<file path="src/rtl/mac_hazard_pipe.sv">
module mac_hazard_pipe (
  input  logic       clk,
  input  logic       rst,
  input  logic       in_valid,
  input  logic       in_uses_mac,
  input  logic       in_reads_mac,
  input  logic       in_is_store,
  input  logic       in_par_move,
  output logic [3:0] stage_vld_o,
  output logic       fetch_dw_o,
  output logic       hazard_o,
  output logic       acc_upd_o,
  output logic       opnd_wb_o
);
  localparam int NST = 4;
  localparam int VB = 0, UB = 1, RB = 2, SB = 3, PB = 4;

  logic [4:0] st [NST];
  logic       rd_pending;

  wire [4:0] din = {in_par_move, in_is_store, in_reads_mac, in_uses_mac, in_valid};
  wire d_mac   = st[1][VB] & st[1][UB];
  wire d_read  = d_mac & st[1][RB];

  always_ff @(posedge clk) begin
    if (rst) begin
      for (int i = 0; i < NST; i++) st[i] <= '0;
      rd_pending <= 1'b0;
    end else begin
      st[0] <= din;
      for (int i = 1; i < NST; i++) st[i] <= st[i-1];
      if (!d_mac)      rd_pending <= 1'b0;
      else if (d_read) rd_pending <= 1'b1;
    end
  end

  for (genvar g = 0; g < NST; g++) begin : g_vld
    assign stage_vld_o[g] = st[g][VB];
  end

  assign fetch_dw_o = st[0][VB] & st[0][UB];
  assign hazard_o   = d_read & ~st[1][SB] & rd_pending;
  assign acc_upd_o  = st[2][VB] & st[2][UB] & ~st[2][SB];
  assign opnd_wb_o  = st[3][VB] & st[3][UB] & st[3][PB];
endmodule


</file>
<file path="config.mk">
export PLATFORM = sky130hd
export DESIGN_NAME = mac_hazard_pipe
export DESIGN_NICKNAME = d
export VERILOG_FILES = /design/src/rtl/mac_hazard_pipe.sv
export SDC_FILE = /design/constraint.sdc
export NUM_CORES = 1
export LEC_CHECK = 0
export BUFFER_PORTS_ARGS = -buffer_cell sky130_fd_sc_hd__buf_2
export CAP_MARGIN = 20
export CORE_AREA = 2 2 39 41
export CTS_CLUSTER_SIZE = 14
export DETAILED_ROUTE_END_ITERATION = 8
export DIE_AREA = 0 0 41 43
export PLACE_DENSITY = 0.66
export SETUP_SLACK_MARGIN = 0.5
export SLEW_MARGIN = 20
export SYNTH_ARGS = -nofsm -noshare
export SYNTH_HDL_FRONTEND = slang
export SYNTH_SLANG_ARGS = --single-unit
</file>
<file path="constraint.sdc">
create_clock -name clk -period 0.8 [get_ports clk]
set_input_delay 0.16 -clock clk [delete_from_list [all_inputs] [get_ports clk]]
set_output_delay 0.16 -clock clk [all_outputs]
set_load 0.05 [all_outputs]
</file>
==> run_results.csv, run 1 <==
group,metric,value,unit
clocking,htree_levels,1,
finish,layout_common_cells,"dfxtp_2, buf_8, dfxtp_1",
die,core.rowCount,14,
outcome,status,"complete, but fails checks",
routing,wire_per_inst,10.8,um
die,core_area,1380,um2
grt,grt_pass1_wl,1.44,mm
grt,grt_pass1_vias,354,
timing,period_minus_slack,1.24,ns
critical_path,crit_type,"reg2out",
timing,setup_viol,9,
clocking,cts_sinks,18,
clocking,root_buffer,"clkbuf_4",
critical_path,endpoint_kind,"output pin",
critical_path,cp_max_fo,2,
timing,setup_ws,-0.442,ns
flow_run,maxCapViolCount,0,
placement,place.gp.congestion,0.639,
critical_path,cp.arrival,1.08,ns
power,internal_power,0.00131,W
finish,diodes,0,
clocking,path_clk_slew,0.10,ns
routing,post_drt_via_cell_ratio,4.20,
routing,met2_length,481,um
routing,routed_wl,906,um
yosys,syn_inst,48,
grt,overflow,0,
power,p_clk_share,32.4,%
outcome,violations,"negative setup slack",
clocking,clk_latency,0.28,ns
yosys,yosys_warnings,0,
routing,met3_length,53,um
power,peakVddDrop,0.00114,V
finish,drive_above_1_share,64.7,%
timing,slew_headroom,87.6,%
die,die_w,41,um
timing,setup_tns,-2.17,ns
clocking,cts_tree,"yes",
routing,first_iter_violations,0,
power,pwr_density_cell,1850,nW/um2
finish,layout_commonest_cell,"dfxtp_2",
yosys,ys_seq_area_share,65.0,%
clocking,cts_hold_buf,0,
routing,drc,0,
grt,antenna_found_initial,0,
yosys,synth_nets,55,
power,seq_power_share,57.0,%
critical_path,cp-start-kind,"flip-flop",
finish,stdcell_count,84,
timing,fmax,0.805,GHz
grt,grt_max_degree,11,
die,die_h,43,um
timing,rsz0062_at_grt,"true",
worst_hold_path,min_path_type,"in2reg",
timing,worst_slew_pin_slew,0.185,ns
clocking,cts_buffers,3,
routing,vias,353,
routing,wl_met1,357,um
worst_hold_path,min_delay_path_depth,2,
finish,nFillCells,103,
placement,io_buffers,14,
die,start_util,40.1,%
power,p_leak,0.406,nW
timing,skew,0.00357,ns
routing,highest_layer,"met4",
placement,dpl.cell_count,75,
clocking,clockBufferDepth,2,
yosys,yosysUniqueCellTypes,10,
power,p_switching,0.000343,W
finish,nets,76,
yosys,syn_area,554,um2
yosys,syn_area_per_cell,11.5,um2
routing,first_pass_iters,1,
die,io_pins,15,
power,p_sw_share,20.7,%
die,die_area,1760,um2
grt,grt_usage,12.7,%
power,combPwrFrac,10.6,%
routing,ant_nets,0,
timing,hold_viol,0,
timing,fin_crit_sh,155,%
finish,syn2layout_area_growth,61.9,%
yosys,ys_ff_latch,18,
critical_path,critPathRequiredTime,0.64,ns
critical_path,worstRegToRegCells,4,
timing,maxSlewViolCount,0,
[Yosys cell counts (all sizes together)]
master | instances | area share [%]
nand4 | 1 | 1.1
and2 | 1 | 1.1
dfxtp | 18 | 65
nand2 | 1 | 0.68
and3 | 1 | 1.1
o211ai | 1 | 1.4
and2b | 7 | 9.5
buf | 5 | 6.8
nor2b | 10 | 11
nor2 | 3 | 2.0
[power by group through the flow]
| stage | Clock [W] | Sequential, W | Combinational [W] |
|---|---|---|---|
| 2_1_floorplan | 0 | 0.000962 | 0.0000809 |
| 3_3_place_gp | 0 | 0.000963 | 0.000104 |
| 3_5_place_dp | 0 | 0.000964 | 0.000104 |
| 4_1_cts | 0.000555 | 0.000945 | 0.000157 |
| 5_1_grt | 0.000596 | 0.000949 | 0.000187 |
| 6_report | 0.000536 | 0.000945 | 0.000176 |
[worst paths after layout]
kind                       start                      end  slack [ns]
max reg2reg  st[1][0]$_SDFF_PP0_  rd_pending$_SDFFE_PP0P_       -0.01
max          st[1][2]$_SDFF_PP0_                 hazard_o       -0.44
min reg2reg  st[0][3]$_SDFF_PP0_      st[1][3]$_SDFF_PP0_        0.44
min                          rst      st[0][4]$_SDFF_PP0_        0.07
[layer usage]
metal | vias to the layer above | global-route usage, %
met1 | 153 | 12.9
met2 | 13 | 22.2
met5 | - | 0
met4 | 0 | 6.00
met3 | 2 | 3.14
li1 | 185 | -
[cell type report]
type / instances / area (um2) / share of cell area (%)
tap: 16 / 20.0 / 2.23
clock buffer: 4 / 36.3 / 4.04
timing repair buffer: 21 / 262 / 29.1
sequential: 18 / 373 / 41.6
multi-input combinational: 25 / 206 / 23.0
[stage by stage]
stage | util (%) | power (W) | hold slack [ns] | setup slack [ns] | instance area (um2)
2_1_floorplan | - | 0.00104 | 0.224 | -0.113 | 608
3_3_place_gp | 48.4 | 0.00107 | 0.365 | -0.183 | 669
3_5_place_dp | 48.4 | 0.00107 | 0.372 | -0.208 | 669
4_1_cts | 61.1 | 0.00166 | 0.0678 | -0.425 | 846
5_1_grt | 64.8 | 0.00173 | 0.0660 | -0.494 | 897
6_report | 64.8 | 0.00166 | 0.0725 | -0.442 | 897
[timing repair]
item / in CTS / in global routing
resized for setup: 29 / 8
setup buffers: 2 / 2
setup endpoints to repair: 25 / 22
cloned: 1 / 0
pin swaps: 4 / 2
endpoints found under the hold margin: 0 / 0
[registers in the layout (all words and copies together) (netlist names)]
name / flops
rd_pending: 1
st: 17
[kinds of logic (layout without fill, tap and decap cells)]
family,Yosys count,count (layout),share of synthesized area (%)
simple gates,24,24,26.9
flops,18,18,65.0
buf+inv,5,25,6.77
compound gates,1,1,1.35
[critical path: stages (launching register included)]
cell and delay, ns:
dfxtp_2 0.34, nand4_1 0.16, nor2_4 0.14, buf_8 0.15
(Power assumes the default switching activity.)
==> run 2, diff against run 1 <==
==> constraint.sdc (replaced) <==
create_clock -name clk -period 0.8 [get_ports clk]
set_input_delay 0.08 -clock clk [delete_from_list [all_inputs] [get_ports clk]]
set_output_delay 0.08 -clock clk [all_outputs]
set_load 0.05 [all_outputs]
==> run_results.csv, run 2 (same netlist as run 1, synthesis figures left out) <==
group,metric,value,unit
routing,ant_nets,0,
timing,worst_slew_pin_slew,0.149,ns
timing,skew,0.00289,ns
critical_path,cp_max_fo,2,
outcome,violations,"negative hold slack, negative setup slack",
critical_path,slowest_stage,"dfxtp_2",
clocking,cts_sinks,18,
worst_hold_path,min_path_type,"in2reg",
timing,fmax,0.917,GHz
critical_path,critPathTopFamily,"flip-flops",
routing,routed_wl,821,um
critical_path,reg2reg_to,"rd_pending$_SDFFE_PP0P_",
worst_hold_path,hp-start,"in_uses_mac",
finish,largest-register,"st",
grt,grt_max_degree,12,
clocking,cts_buffers,3,
power,p_leak,0.386,nW
routing,drc,0,
critical_path,cp-start-kind,"flip-flop",
clocking,cts_tree,"yes",
finish,layout_commonest_cell,"dfxtp_2",
routing,post_drt_via_cell_ratio,4.35,
grt,grt_pass1_vias,347,
power,pwr_density_cell,1770,nW/um2
die,die_area,1760,um2
worst_hold_path,min_delay_path_depth,2,
die,die_h,43,um
outcome,status,"complete, but fails checks",
routing,first_pass_iters,4,
finish,diodes,0,
placement,place.gp.congestion,0.679,
worst_hold_path,hold_end,"st[0][1]$_SDFF_PP0_",
timing,rsz0062_at_grt,"true",
grt,antenna_found_initial,0,
critical_path,crit_type,"reg2out",
finish,nFillCells,110,
die,core.rowCount,14,
routing,wire_per_inst,9.77,um
routing,first_iter_violations,5,
critical_path,endpoint_kind,"output pin",
clocking,clockBufferDepth,2,
finish,area.sequential,374,um2
critical_path,worstRegToRegCells,5,
die,io_pins,15,
die,start_util,40.1,%
critical_path,cp_num_buf_inv,1,
timing,setup_ws,-0.291,ns
routing,vias,365,
clocking,clk_latency,0.28,ns
timing,maxSlewViolCount,0,
timing,hold_viol,2,
finish,largest_reg_flops,17,
critical_path,critPathRequiredTime,0.72,ns
finish,syn2layout_area_growth,55.3,%
flow_run,maxCapViolCount,0,
die,die_w,41,um
grt,grt_usage,11.9,%
clocking,path_clk_slew,0.09,ns
placement,io_buffers,14,
timing,slew_headroom,90.0,%
clocking,htree_levels,1,
timing,period_minus_slack,1.09,ns
finish,nets,77,
critical_path,max_stage_delay,0.33,ns
finish,drive_above_1_share,64.7,%
critical_path,worstReg2RegStart,"st[1][0]$_SDFF_PP0_",
grt,grt_pass1_wl,1.30,mm
finish,multiInputGateArea,204,um2
finish,biggestRegsByFlops,"st: 17 flops, rd_pending: 1 flops",
grt,overflow,0,
placement,dp_hpwl,467,um
timing,setup_viol,10,
finish,layout_common_cells,"dfxtp_2, nor2b_1, and2b_1, buf_8, dfxtp_1",
timing,hold_ws,-0.00319,ns
timing,fin_crit_sh,136,%
die,core_area,1380,um2
power,peakVddDrop,0.00128,V
critical_path,worstPathCellList,"nand4_1 -> nor2_4 -> buf_6",
clocking,root_buffer,"clkbuf_4",
finish,utilization,62.2,%
critical_path,cp.arrival,1.01,ns
critical_path,ff2ff_setup_slack,-0.09,ns
-- run 2: cell types whose count changed in the layout (fill, tap and decap cells not counted) --
cell,change
buf_6,+1
buf_4,+2
buf_8,-1
nor2b_2,-1
clkbuf_8,-1
bufbuf_16,-1
dfxtp_2,+1
nor2b_1,+1
dfxtp_1,-1
-- run 2: report_power, final --
| group | switching [W] | leakage (nW) | internal (W) | total [W] |
|---|---|---|---|---|
| combinational | 0.0000680 | 0.220 | 0.0000917 | 0.000160 |
| sequential | 0.0000149 | 0.152 | 0.000930 | 0.000945 |
| clock | 0.000243 | 0.0138 | 0.000175 | 0.000418 |
| total | 0.000326 | 0.386 | 0.00120 | 0.00152 |
-- run 2: stage by stage --
step | total power (W) | area (um2) | instances | setup TNS [ns] | setup WS [ns]
2_1_floorplan | 0.00104 | 608 | 48 | -0.0328 | -0.0328
3_3_place_gp | 0.00107 | 669 | 75 | -0.102 | -0.102
3_5_place_dp | 0.00107 | 669 | 75 | -0.109 | -0.106
4_1_cts | 0.00153 | 816 | 83 | -1.83 | -0.311
5_1_grt | 0.00161 | 861 | 84 | -2.27 | -0.365
6_report | 0.00152 | 861 | 84 | -1.72 | -0.291
-- run 2: worst reg2reg max path: cells and delay by family (launching register included) --
kind | cells | cell delay [ns]
buffers and inverters | 3 | 0.34
AO/OA/AOI/OAI | 1 | 0.07
AND/OR/NAND/NOR | 1 | 0.06
flip-flops | 1 | 0.33
-- run 2: area by class of cell --
cell class	count	area share [%]
Clock buffer	3	2.62
Sequential cell	18	43.5
Timing Repair Buffer	22	27.9
Tap cell	16	2.33
Multi-Input combinational cell	25	23.7
-- run 2: worst max path at each step --
| stage | startpoint | to | depth (start not counted) |
|---|---|---|---|
| after floorplan | st[1][1]$_SDFF_PP0_ | hazard_o | 2 |
| after global placement | st[1][1]$_SDFF_PP0_ | hazard_o | 3 |
| after detailed placement | rd_pending$_SDFFE_PP0P_ | hazard_o | 3 |
| after CTS | st[1][0]$_SDFF_PP0_ | hazard_o | 3 |
| after global routing | st[1][2]$_SDFF_PP0_ | hazard_o | 3 |
| final | st[1][0]$_SDFF_PP0_ | hazard_o | 3 |
-- run 2: timing repair --
action                                  4_1_cts  5_1_grt
resized for setup                            27        9
buffers inserted                              5        1
endpoints found under the setup margin       21       22
pin swaps                                     5        1
hold endpoints to repair                      4        3
-- run 2: per-layer routing --
layer	vias to the layer above	GRT usage (%)	share of wire [%]
met1	164	12.0	40
li1	185	-	-
met2	16	16.9	52
met3	0	7.85	7.3
met5	-	0	0
met4	0	8.00	0
==> run 3, diff against run 2 <==
--- a/config.mk
+++ b/config.mk
@@ -5,13 +5,14 @@
 export SDC_FILE = /design/constraint.sdc
 export NUM_CORES = 1
 export LEC_CHECK = 0
+export ABC_AREA = 1
 export BUFFER_PORTS_ARGS = -buffer_cell sky130_fd_sc_hd__buf_2
 export CAP_MARGIN = 20
 export CORE_AREA = 2 2 39 41
 export CTS_CLUSTER_SIZE = 14
 export DETAILED_ROUTE_END_ITERATION = 8
 export DIE_AREA = 0 0 41 43
-export PLACE_DENSITY = 0.66
+export PLACE_DENSITY = 0.69
 export SETUP_SLACK_MARGIN = 0.5
 export SLEW_MARGIN = 20
 export SYNTH_ARGS = -nofsm -noshare
==> run_results.csv, run 3 <==
group,metric,value,unit
outcome,status,"complete, but fails checks",
outcome,violations,"negative hold slack, negative setup slack",
grt,overflow,0,
critical_path,slowest_stage,"dfxtp_2",
routing,vias,427,
yosys,syn_inst,69,
yosys,synthAdderAreaFrac,0,%
yosys,synthXorXnorAreaFrac,0,%
die,start_util,42.9,%
routing,wire_per_inst,8.59,um
critical_path,worstPathCellList,"inv_2 -> nor3_4 -> buf_6",
timing,worst_slew_pin_slew,0.160,ns
worst_hold_path,min_path_type,"in2reg",
grt,grt_pass1_wl,1.45,mm
yosys,yosysMostFrequentCell,"inv_1",
timing,slew_headroom,89.3,%
routing,drc,0,
clocking,clockBufferDepth,2,
finish,syn2layout_area_growth,48.3,%
critical_path,crit_type,"reg2out",
die,die_h,43,um
critical_path,cp.arrival,1.01,ns
finish,diodes,0,
yosys,synth_mux_area_share,0,%
timing,setup_ws,-0.285,ns
yosys,syn_area_per_cell,8.60,um2
clocking,clk_latency,0.28,ns
critical_path,max_stage_delay,0.33,ns
timing,maxSlewViolCount,0,
die,core.rowCount,14,
timing,period_minus_slack,1.09,ns
finish,final_area,880,um2
timing,hold_ws,-0.0137,ns
placement,dp_hpwl,562,um
yosys,yosys_warnings,0,
finish,biggestRegsByFlops,"st: 17 flops, rd_pending: 1 flops",
yosys,synth_nets,76,
timing,setup_tns,-1.48,ns
yosys,ys_ff_latch,18,
placement,io_buffers,14,
finish,drive_above_1_share,70.1,%
yosys,syn_area,593,um2
routing,routed_wl,885,um
die,core_area,1380,um2
placement,detailed_place.area,692,um2
clocking,htree_levels,1,
critical_path,endpoint_kind,"output pin",
yosys,synth_ff_type,"dfxtp_1",
yosys,ys_seq_area_share,60.8,%
yosys,synth.area.top_cells,"dfxtp_1, inv_1, nor2_1, buf_4, buf_8",
yosys,async_flop_share,0,%
grt,antenna_found_initial,0,
critical_path,crit_start,"st[2][1]$_SDFF_PP0_",
grt,grt_max_degree,12,
yosys,yosysUniqueCellTypes,11,
yosys,yosys.area_share.simple,16.2,%
yosys,synth_top_family_by_area,"buffers and inverters",
placement,dp_slack,-0.0519,ns
timing,hold_viol,5,
placement,place.gp.congestion,0.660,
routing,first_iter_violations,3,
critical_path,critPathRequiredTime,0.72,ns
die,die_area,1760,um2
worst_hold_path,hp-start,"in_par_move",
grt,grt_pass1_vias,375,
clocking,root_buffer,"clkbuf_4",
die,io_pins,15,
routing,ant_nets,0,
finish,largest-register,"st",
yosys,synth_top_area_cell,"dfxtp_1",
flow_run,maxCapViolCount,0,
timing,rsz0062_at_grt,"true",
timing,fmax,0.921,GHz
timing,skew,0.000526,ns
finish,layout_common_cells,"nor2_1, dfxtp_2, inv_2",
finish,nets,95,
die,die_w,41,um
routing,post_drt_via_cell_ratio,4.15,
timing,fin_crit_sh,136,%
critical_path,worstReg2RegStart,"st[1][0]$_SDFF_PP0_",
yosys,synth_common_cells,"inv_1, dfxtp_1, nor2_1",
power,pwr_density_cell,1860,nW/um2
grt,grt_usage,12.9,%
yosys,synth_edf_count,0,
yosys,synth_top_area_share,60.8,%
yosys,synth_compound_area_share,0.844,%
routing,first_pass_iters,2,
critical_path,cp-start-kind,"flip-flop",
clocking,cts_tree,"yes",
power,p_leak,0.384,nW
timing,setup_viol,8,
critical_path,cp_max_fo,2,
clocking,cts_sinks,18,
clocking,cts_buffers,3,
clocking,path_clk_slew,0.09,ns
finish,largest_reg_flops,17,
power,peakVddDrop,0.00178,V
run 3: metrics by stage:
step	power (W)	cells	utilization [%]
global route	0.00173	103	63.6
global placement	0.00107	96	50.0
floorplan	0.00107	69	-
detailed placement	0.00107	96	50.0
CTS	0.00163	103	60.2
finish	0.00163	103	63.6
run 3: what timing repair did:
action / in CTS / in global routing
hold endpoints to repair: 5 / 5
gates resized for setup: 29 / 22
endpoints found under the setup margin: 22 / 26
buffers inserted: 3 / 0
pin swaps: 5 / 2
run 3: worst paths after layout:
path                                                 to  slack [ns]  cells after the start
worst min-delay path                st[0][4]$_SDFF_PP0_       -0.01                      3
worst max register to register  rd_pending$_SDFFE_PP0P_        0.03                      4
worst max-delay path                          acc_upd_o       -0.29                      3
worst min register to register      st[1][4]$_SDFF_PP0_        0.41                      2
run 3: worst max-delay path: cells and delay by family (launching register included):
kind	cells	cell delay (ns)
AND/OR/NAND/NOR	1	0.17
flip-flops	1	0.33
buffers and inverters	2	0.22
run 3: logic make-up (layout without fill, tap and decap cells):
family | count (synthesis) | count (layout)
simple gates | 24 | 24
compound gates | 1 | 1
buf+inv | 26 | 44
flops | 18 | 18
run 3: power breakdown:
group | leakage [nW] | switching (W) | total (W) | internal (W)
logic | 0.211 | 0.0000790 | 0.000144 | 0.0000654
registers | 0.152 | 0.0000206 | 0.000953 | 0.000932
clock network | 0.0210 | 0.000259 | 0.000536 | 0.000277
run 3: layout make-up:
class	count	area, um2
multi-input cells	25	161
inverters	20	78.8
clock buffers	4	36.3
fillers	105	504
flip-flops and latches	18	377
repair buffers	20	206
well taps	16	20.0
run 3: layer usage:
layer,global-route usage (%),vias to the layer above,part of all wire (%)
li1,-,222,-
met1,13.2,190,37
met2,19.1,13,53
met3,9.42,2,7.2
met4,6.00,0,1.9
met5,0,-,0
